==> src/rtl/lpcdma_pkg.sv <==
package lpcdma_pkg;

  localparam int NIB_W  = 4;
  localparam int BYTE_W = 2 * NIB_W;
  localparam int CH_W   = 3;

  localparam logic [NIB_W-1:0] NIB_START  = 4'b0000;
  localparam logic [NIB_W-1:0] SYNC_READY = 4'b0000;
  localparam logic [NIB_W-1:0] SYNC_SHORT = 4'b0101;
  localparam logic [NIB_W-1:0] SYNC_LONG  = 4'b0110;
  localparam logic [NIB_W-1:0] NIB_IDLE   = 4'b1111;

  typedef enum logic [3:0] {
    S_IDLE, S_TYPE, S_CHAN, S_SIZE,
    S_HTAR1, S_HTAR2, S_HLO, S_HHI,
    S_SYNC, S_PLO, S_PHI, S_PTAR1, S_PTAR2
  } dstate_e;

  function automatic logic nib_is_dma(input logic [NIB_W-1:0] n);
    return n[3:2] == 2'b10;
  endfunction

  function automatic logic nib_to_host(input logic [NIB_W-1:0] n);
    return n[1];
  endfunction

  function automatic logic nib_size_ok(input logic [NIB_W-1:0] n);
    return n[1] == 1'b0;
  endfunction

  function automatic logic nib_size_wide(input logic [NIB_W-1:0] n);
    return n[0];
  endfunction

  function automatic logic is_last_byte(input logic wide, input logic idx);
    return !wide || idx;
  endfunction

  function automatic logic [NIB_W-1:0] sync_wait_code(input logic long_w);
    return long_w ? SYNC_LONG : SYNC_SHORT;
  endfunction

endpackage

==> src/rtl/lpcdma_wait_ctr.sv <==
module lpcdma_wait_ctr #(
  parameter int W = 4
) (
  input  logic         clk,
  input  logic         rst_n,
  input  logic         load,
  input  logic [W-1:0] init,
  input  logic         run,
  output logic         done
);
  logic [W-1:0] cnt_q;

  always_ff @(posedge clk or negedge rst_n) begin
    if (!rst_n)
      cnt_q <= '0;
    else if (load)
      cnt_q <= init;
    else if (run && cnt_q != '0)
      cnt_q <= cnt_q - 1'b1;
  end

  assign done = (cnt_q == '0);
endmodule

==> src/rtl/lpcdma_byte_reg.sv <==
module lpcdma_byte_reg
  import lpcdma_pkg::*;
(
  input  logic              clk,
  input  logic              rst_n,
  input  logic              cap_lo,
  input  logic              cap_hi,
  input  logic [NIB_W-1:0]  nib_in,
  input  logic              load,
  input  logic [BYTE_W-1:0] load_val,
  output logic [BYTE_W-1:0] byte_q,
  output logic [NIB_W-1:0]  nib_lo,
  output logic [NIB_W-1:0]  nib_hi
);
  always_ff @(posedge clk or negedge rst_n) begin
    if (!rst_n)
      byte_q <= '0;
    else if (load)
      byte_q <= load_val;
    else if (cap_lo)
      byte_q[NIB_W-1:0] <= nib_in;
    else if (cap_hi)
      byte_q[BYTE_W-1:NIB_W] <= nib_in;
  end

  assign nib_lo = byte_q[NIB_W-1:0];
  assign nib_hi = byte_q[BYTE_W-1:NIB_W];
endmodule

==> src/rtl/lpcdma_bus_drv.sv <==
module lpcdma_bus_drv
  import lpcdma_pkg::*;
(
  input  dstate_e          state,
  input  logic             wait_done,
  input  logic             long_wait,
  input  logic [NIB_W-1:0] nib_lo,
  input  logic [NIB_W-1:0] nib_hi,
  output logic             oe,
  output logic [NIB_W-1:0] nib_out
);
  always_comb begin
    oe      = 1'b0;
    nib_out = NIB_IDLE;
    case (state)
      S_SYNC: begin
        oe      = 1'b1;
        nib_out = wait_done ? SYNC_READY : sync_wait_code(long_wait);
      end
      S_PLO: begin
        oe      = 1'b1;
        nib_out = nib_lo;
      end
      S_PHI: begin
        oe      = 1'b1;
        nib_out = nib_hi;
      end
      S_PTAR1: begin
        oe      = 1'b1;
        nib_out = NIB_IDLE;
      end
      default: begin
        oe      = 1'b0;
        nib_out = NIB_IDLE;
      end
    endcase
  end
endmodule

==> src/rtl/lpcdma_target.sv <==
module lpcdma_target
  import lpcdma_pkg::*;
#(
  parameter int WAIT_W = 4
) (
  input  logic              clk,
  input  logic              rst_n,
  input  logic              lframe_n,
  input  logic [NIB_W-1:0]  lad_in,
  output logic [NIB_W-1:0]  lad_out,
  output logic              lad_oe,
  input  logic              dreq_active,
  input  logic              cfg_finish_stale,
  input  logic [WAIT_W-1:0] cfg_wait_cnt,
  input  logic              cfg_long_wait,
  output logic              byte_valid,
  output logic [BYTE_W-1:0] byte_data,
  output logic              byte_req,
  input  logic [BYTE_W-1:0] byte_in,
  output logic              tc_out,
  output logic [CH_W-1:0]   cyc_chan,
  output logic              cyc_to_host
);

  dstate_e         state_q, state_d;
  logic            to_host_q;
  logic [CH_W-1:0] chan_q;
  logic            tc_q;
  logic            wide_q;
  logic            stale_q;
  logic            idx_q;

  // named internal events, also watched by the checker
  logic            last_byte;
  logic            in_sync;
  logic            in_idle;
  logic            cap_lo;
  logic            cap_hi;
  logic            wait_done;
  logic            wait_load;
  logic            load_byte;
  logic [BYTE_W-1:0] load_val;
  logic [NIB_W-1:0]  nib_lo;
  logic [NIB_W-1:0]  nib_hi;

  assign last_byte = is_last_byte(wide_q, idx_q);
  assign in_sync   = (state_q == S_SYNC);
  assign in_idle   = (state_q == S_IDLE);
  assign cap_lo    = (state_q == S_HLO) && lframe_n;
  assign cap_hi    = (state_q == S_HHI) && lframe_n;

  // next-state logic
  always_comb begin
    state_d = state_q;
    if (!lframe_n) begin
      state_d = (lad_in == NIB_START) ? S_TYPE : S_IDLE;
    end else begin
      case (state_q)
        S_IDLE:  state_d = S_IDLE;
        S_TYPE:  state_d = nib_is_dma(lad_in) ? S_CHAN : S_IDLE;
        S_CHAN:  state_d = (!dreq_active && !cfg_finish_stale) ? S_IDLE : S_SIZE;
        S_SIZE: begin
          if (!nib_size_ok(lad_in))
            state_d = S_IDLE;
          else
            state_d = to_host_q ? S_HTAR1 : S_HLO;
        end
        S_HLO:   state_d = S_HHI;
        S_HHI:   state_d = S_HTAR1;
        S_HTAR1: state_d = S_HTAR2;
        S_HTAR2: state_d = S_SYNC;
        S_SYNC: begin
          if (wait_done)
            state_d = to_host_q ? S_PLO : S_PTAR1;
        end
        S_PLO:   state_d = S_PHI;
        S_PHI:   state_d = last_byte ? S_PTAR1 : S_SYNC;
        S_PTAR1: state_d = S_PTAR2;
        S_PTAR2: state_d = (!to_host_q && !last_byte) ? S_HLO : S_IDLE;
        default: state_d = S_IDLE;
      endcase
    end
  end

  always_ff @(posedge clk or negedge rst_n) begin
    if (!rst_n)
      state_q <= S_IDLE;
    else
      state_q <= state_d;
  end

  // header fields and byte index
  always_ff @(posedge clk or negedge rst_n) begin
    if (!rst_n) begin
      to_host_q <= 1'b0;
      chan_q    <= '0;
      tc_q      <= 1'b0;
      wide_q    <= 1'b0;
      stale_q   <= 1'b0;
      idx_q     <= 1'b0;
    end else if (lframe_n) begin
      case (state_q)
        S_TYPE: to_host_q <= nib_to_host(lad_in);
        S_CHAN: begin
          chan_q  <= lad_in[CH_W-1:0];
          tc_q    <= lad_in[NIB_W-1];
          stale_q <= !dreq_active;
        end
        S_SIZE: begin
          wide_q <= nib_size_wide(lad_in);
          idx_q  <= 1'b0;
        end
        S_PHI:   if (!last_byte) idx_q <= 1'b1;
        S_PTAR2: if (!to_host_q && !last_byte) idx_q <= 1'b1;
        default: ;
      endcase
    end
  end

  // SYNC wait counter
  assign wait_load = (state_d == S_SYNC) && (state_q != S_SYNC);

  lpcdma_wait_ctr #(.W(WAIT_W)) u_wait (
    .clk   (clk),
    .rst_n (rst_n),
    .load  (wait_load),
    .init  (cfg_wait_cnt),
    .run   (in_sync),
    .done  (wait_done)
  );

  // byte assembly and supply
  assign load_byte = in_sync && wait_done && to_host_q;
  assign load_val  = stale_q ? '0 : byte_in;

  lpcdma_byte_reg u_byte (
    .clk      (clk),
    .rst_n    (rst_n),
    .cap_lo   (cap_lo),
    .cap_hi   (cap_hi),
    .nib_in   (lad_in),
    .load     (load_byte),
    .load_val (load_val),
    .byte_q   (byte_data),
    .nib_lo   (nib_lo),
    .nib_hi   (nib_hi)
  );

  lpcdma_bus_drv u_drv (
    .state     (state_q),
    .wait_done (wait_done),
    .long_wait (cfg_long_wait),
    .nib_lo    (nib_lo),
    .nib_hi    (nib_hi),
    .oe        (lad_oe),
    .nib_out   (lad_out)
  );

  // local strobes
  assign byte_valid  = (state_q == S_HTAR1) && !to_host_q && !stale_q;
  assign byte_req    = load_byte && !stale_q;
  assign tc_out      = (byte_valid || byte_req) && tc_q && last_byte;
  assign cyc_chan    = chan_q;
  assign cyc_to_host = to_host_q;

endmodule

==> config.mk <==
export PLATFORM = sky130hd
export DESIGN_NAME = lpcdma_target
export DESIGN_NICKNAME = d
export VERILOG_FILES = /design/src/rtl/lpcdma_pkg.sv /design/src/rtl/lpcdma_wait_ctr.sv /design/src/rtl/lpcdma_byte_reg.sv /design/src/rtl/lpcdma_bus_drv.sv /design/src/rtl/lpcdma_target.sv
export SDC_FILE = /design/constraint.sdc
export NUM_CORES = 1
export LEC_CHECK = 0
export BUFFER_PORTS_ARGS = -buffer_cell sky130_fd_sc_hd__buf_2
export CAP_MARGIN = 0
export CELL_PAD_IN_SITES_DETAIL_PLACEMENT = 1
export CELL_PAD_IN_SITES_GLOBAL_PLACEMENT = 1
export CORE_MARGIN = 4
export CORE_UTILIZATION = 41
export CTS_BUF_LIST = sky130_fd_sc_hd__clkbuf_4 sky130_fd_sc_hd__clkbuf_8 sky130_fd_sc_hd__clkbuf_16
export DETAILED_ROUTE_END_ITERATION = 10
export PLACE_DENSITY_LB_ADDON = 0.1
export SYNTH_ARGS = -nofsm -noshare
export SYNTH_HDL_FRONTEND = slang
export SYNTH_SLANG_ARGS = --single-unit
==> constraint.sdc <==
create_clock -name clk -period 4.5 [get_ports clk]
set_input_delay 0.45 -clock clk [delete_from_list [all_inputs] [get_ports clk]]
set_output_delay 0.45 -clock clk [all_outputs]
set_load 0.01 [all_outputs]
After elaboration in Yosys (flattened, before gate mapping)
Cells that the tools add are included.

storage, ports and cells
  bits in registers = 24
  input bits = 22
  output and inout bits = 20
  word-level logic and storage cells = 88

operators by class
  add/subtract/negate cells = 1
  equality and inequality tests = 18
  multiplexer cells = 25
  reductions and logical operators = 34

operator list
  cell                   number
  $pmux W4 S12           1
  $mux W4                8
  $eq A4 B4 Y1 const B   6
  $eq A4 B3 Y1 const B   4
  $mux W8                2
  $logic_and A1 B1 Y1    13
  $mux W2                6
  $pmux W4 S3            1
  $eq A4 B2 Y1 const B   2
  $logic_not A4 Y1       2
  $reduce_and A2 Y1      4
  $logic_not A1 Y1       6
  $mux W3                2
  $reduce_bool A2 Y1     3
  $eq A4 B1 Y1 const B   1
  $mux W1                4
  $ne A2 B2 Y1 const B   2
  $ne A4 B4 Y1 const B   1
  $reduce_and A4 Y1      1
  $reduce_bool A4 Y1     1
  $reduce_or A4 Y1       1
  $sub A4 B1 Y4 const B  1
  $pmux W1 S3            1
  $reduce_bool A3 Y1     1
  3 further kinds        4

Logic depth before layout (Yosys ltp)
  depth after elaboration = 10
  depth in mapped cells = 9
  depth with buffers taken out = 8

Cells and area by module
Synthesis repeated with hierarchy kept, for this count alone.

unflattened totals
  cell total of the unflattened synthesis = 190
  area, all modules = 1766.7 sq um

modules (own cells, without submodules)
  module           times used  cells an instance  area each (sq um)  sequential area each (sq um)
  lpcdma_target    1           98                 859.6              300.3
  lpcdma_byte_reg  1           48                 545.5              200.2
  lpcdma_wait_ctr  1           27                 252.7              100.1
  lpcdma_bus_drv   1           17                 108.9              0.0

Least setup slack after synthesis
OpenSTA, ideal clock, no wires.

  path type = flip-flop to flip-flop
  start = register state_q[1]
  end = register u_wait.cnt_q[0]
  library setup time = 0.125 ns
  data arrival time = 2.472 ns
  required time = 4.375 ns
  path slack = 1.903 ns
  cell stages (with the launch flop) = 9
  path buffers = 2
  period minus slack after synthesis = 2.597 ns
  cell sequence = dfrtp_1 > buf_6 > or4_4 > o211ai_2 > a31oi_1 > or3_4 > or4_4 > buf_6 > mux2_4

on the way
  word-level cells in the longest chain between the ends = 6
  elaborated cells between the ends (all ways) = 21
  classes of those cells = 14 x eq/ne; 4 x mux; 3 x reduce/logical

ends and longest elaborated chain
  element                                        RTL line               source
  start, declared                                lpcdma_target.sv:25    dstate_e state_q, state_d;
  start signal, assigned                         lpcdma_target.sv:89    state_q <= state_d;
  $eq A4 B4 Y1 (tied with other cells)           lpcdma_target.sv:58    case (state_q)
  $pmux W4 S12 *                                 lpcdma_target.sv:58
  $mux W4 *                                      lpcdma_target.sv:55    if (!lframe_n) begin
  via state_d[1]                                 lpcdma_target.sv:25
  $eq A4 B4 Y1 *                                 lpcdma_target.sv:121   assign wait_load = (state_d == S_SYNC) && (state_q != S_SYNC);
  $logic_and A1 B1 Y1 *                          lpcdma_target.sv:121
  $mux W4 or $reduce_bool A2 Y1 (tied branches)  -
  end signal, assigned                           lpcdma_wait_ctr.sv:17  cnt_q <= init;
  end signal, assigned                           lpcdma_wait_ctr.sv:19  cnt_q <= cnt_q - 1'b1;
  end, declared                                  lpcdma_wait_ctr.sv:11  logic [W-1:0] cnt_q;

The timed path passes the listed nets; every way through them passes the cells marked *.
A chain may end at the register's enable or synchronous reset.

Worst setup path in the final report
  start = register state_q[2]
  end = output port tc_out

on the way
  word-level cells in the longest chain between the ends = 7
  elaborated cells between the ends (all ways) = 10
  classes of those cells = 2 x eq/ne; 8 x reduce/logical

ends and longest elaborated chain
  element                             RTL line              source
  $eq A4 B4 Y1                        lpcdma_target.sv:47   assign in_sync = (state_q == S_SYNC);
  $logic_and A1 B1 Y1 (2 in a row)    lpcdma_target.sv:133  assign load_byte = in_sync && wait_done && to_host_q;
  $logic_and A1 B1 Y1                 lpcdma_target.sv:161  assign byte_req = load_byte && !stale_q;
  $logic_or A1 B1 Y1 *                lpcdma_target.sv:162  assign tc_out = (byte_valid || byte_req) && tc_q && last_byte;
  $logic_and A1 B1 Y1 * (2 in a row)  lpcdma_target.sv:162
  end, declared                       lpcdma_target.sv:20   output logic tc_out,

Mark *: on every way between the ends. The rest lies on a longest branch, timed or not.

==> flow_summary.toml <==
[outcome]
outcome = "completed"

[routing]
routed.top_layer = "met4"
met1_length_um = 1880
vias = 1367
wl_met2_um = 2030
wl_per_cell_um = 17.0
drt-initial-drc-count = 35
drc_errors = 0
via_per_inst = 5.60
dr_wl_met3_um = 220
routed_wl_um = 4160
dr.pass1.iters = 4
ant_nets = 0

[final_layout]
drive_above_1_share_pct = 30.8
nFillCells = 429
layout.nets = 222
syn_to_final_growth_pct = 16.5
diodes = 0

[job]
cap_violations = 0

[clock_network]
cts_tree = "built"
postCtsSetupBuffers = 0
worstSkewPairLatency_ps = 310
clk_path_buf_depth = 2
cts_sinks = 24
path_clk_slew_ps = 140
numCtsBuffers = 3
cts.hold.buffers_added = 0
htree_levels = 1
root_buffer = "clkbuf_4"
cts_resized = 0

[synth]
synth_cell_types = 40
synth_edf_count = 0
synth_top_family_by_area = "simple AND/OR/NAND/NOR gates"
syn_nets = 186
synthCells = 163
avgSynthCellArea_um2 = 9.10
synth-xor-area-share_pct = 0.591
ys.flop_type = "dfrtp_1"
synth-seq-cells = 24
synth_area_mm2 = 0.00148
synthAdderAreaFrac_pct = 0.844
synth-simple-area-share_pct = 25.1
yosysWarnings = 0
ys_seq_area_share_pct = 40.5
synth_compound_area_share_pct = 17.9
synth_mux_area_share_pct = 10.1
async_flop_share_pct = 100

[floorplanning]
rows = 21
io_pins = 42
die_area_mm2 = 0.00464
fp.dieW_um = 68.1
die_height_um = 68.1
start_util_pct = 43.4
core_area_mm2 = 0.00342

[placed_design]
numPortBuffers = 41
pre_cts_ws_ps = 1430
place_congestion = 0.787
detailed_place_hpwl_um = 3100

[timing]
worst_slew_pin_slew_ps = 1000
slew_viol_final = 0
fin_crit_ps = 3520
worst_slack_ps = 985
fin_crit_sh_pct = 78.1
fmax_mhz = 284
max_slew_margin_pct = 32.9
finalClockSkew_ps = 5.28
rsz0062_at_grt = "false"
setup_viol = 0
setup_tns_ps = 0
hold_viol = 0

[critical_path]
critical_path_required_ps = 4050
ff2ff_setup_slack_ps = 1590
crit_path_start_kind = "flip-flop"
crit_fanout = 15
r2r-end = "u_wait.cnt_q[0]"
critPathKind = "flip-flop to primary output"
r2r_cells = 6
reg2reg_from = "state_q[0]"
cp.arrival_ps = 3070
cp-end-kind = "primary output"

[global_route]
grt_pass1_wl_um = 7080
grtUsageTotal_pct = 20.2
first_global_vias = 1432
antenna_found_initial = 0
grt_max_degree = 25
grt-ovfl-total = 0

[power_and_ir_drop]
max-vdd-ir-drop_v = 0.000152
p_per_area_mw_per_mm2 = 221
power_leakage_nw = 0.823

[hold_path]
hold_class = "input port to async pin"
[metal layers]
layer  vias up  GRT usage (%)
met3         2           2.46
met4         0           4.47
met5         -              0
met1       666           28.7
met2        38           32.6
li1        661              -
[state kept, by name, indices dropped and copies added (netlist names)]
register,cells
u_byte.byte_q,8
idx_q,1
tc_q,1
u_wait.cnt_q,4
cyc_to_host,1
wide_q,1
cyc_chan,3
stale_q,1
state_q,4
[through the flow]
| stage | cells | area [µm²] | hold slack, ps | util (%) | power [W] |
|---|---|---|---|---|---|
| after floorplan | 163 | 1480 | 154 | - | 0.000247 |
| after global placement | 240 | 1690 | 464 | 49.5 | 0.000271 |
| after detailed placement | 240 | 1690 | 488 | 49.5 | 0.000272 |
| after CTS | 244 | 1730 | 127 | 50.6 | 0.000389 |
| after global routing | 244 | 1730 | 118 | 50.6 | 0.000407 |
| final | 244 | 1730 | 118 | 50.6 | 0.000382 |
[logic make-up (layout without fill, tap and decap cells)]
family	count (synthesis)	in the layout
buf+inv	15	50
mux	12	12
fa+ha+maj	1	1
simple gates	70	70
compound gates	40	40
flops	24	24
xor+xnor	1	1
[power by group]
group	internal, W	switching [W]	leakage (nW)	total (W)
clock network	0.0000493	0.0000648	0.0210	0.000114
registers	0.000219	0.00000805	0.330	0.000227
logic	0.0000193	0.0000212	0.472	0.0000405
total	0.000288	0.0000941	0.823	0.000382
[worst max-delay path by stage]
stage,slack [ps],end,from,cells past startpoint
2_1_floorplan,1900,u_wait.cnt_q[0],state_q[1],8
3_3_place_gp,1520,tc_out,state_q[2],5
3_5_place_dp,1430,tc_out,state_q[3],5
4_1_cts,1040,tc_out,state_q[2],5
5_1_grt,680,tc_out,state_q[2],5
6_report,980,tc_out,state_q[2],5
[layout make-up]
cell class | instances | area [µm²] | share of cell area [%]
multi-input cells | 124 | 810 | 46.9
well taps | 46 | 57.6 | 3.33
repair buffers | 41 | 205 | 11.9
flip-flops and latches | 24 | 601 | 34.8
inverters | 5 | 18.8 | 1.09
clock buffers | 4 | 36.3 | 2.10
[cell usage after synthesis, types with 3 or more instances]
master	instances	area, µm²
nor3_1	5	25.0
nor2_1	10	37.5
nand2_1	22	82.6
o21ai_0	13	65.1
dfrtp_1	24	601
nand2b_1	7	43.8
nand3_1	8	40.0
inv_1	5	18.8
clkbuf_1	7	26.3
mux2_2	8	90.1
a22oi_1	8	60.1
a21oi_1	5	25.0
mux2_4	4	60.1
nor2b_1	3	18.8
[critical path, stage by stage (launching register included)]
cell and delay (ps):
dfrtp_1 530, nor2b_1 830, nand4_1 490, nor2_1 590, o211a_1 200, buf_2 120
[layout by cell type, fill, tap and decap left out, types with 2 or more instances in the layout]
| cell type | count |
|---|---|
| a21oi_1 | 5 |
| a22oi_1 | 8 |
| buf_2 | 41 |
| clkbuf_4 | 3 |
| dfrtp_1 | 24 |
| inv_1 | 5 |
| mux2_2 | 8 |
| mux2_4 | 4 |
| nand2_1 | 22 |
| nand2b_1 | 7 |
| nand3_1 | 8 |
| nand4_1 | 2 |
| nand4b_1 | 2 |
| nor2_1 | 10 |
| nor2b_1 | 3 |
| nor3_1 | 5 |
| o21ai_0 | 13 |
| o221ai_1 | 2 |
| o22ai_1 | 2 |
| or3_1 | 2 |
| or4_1 | 2 |
| or4_4 | 2 |
Power figures use the tool's default switching activity.
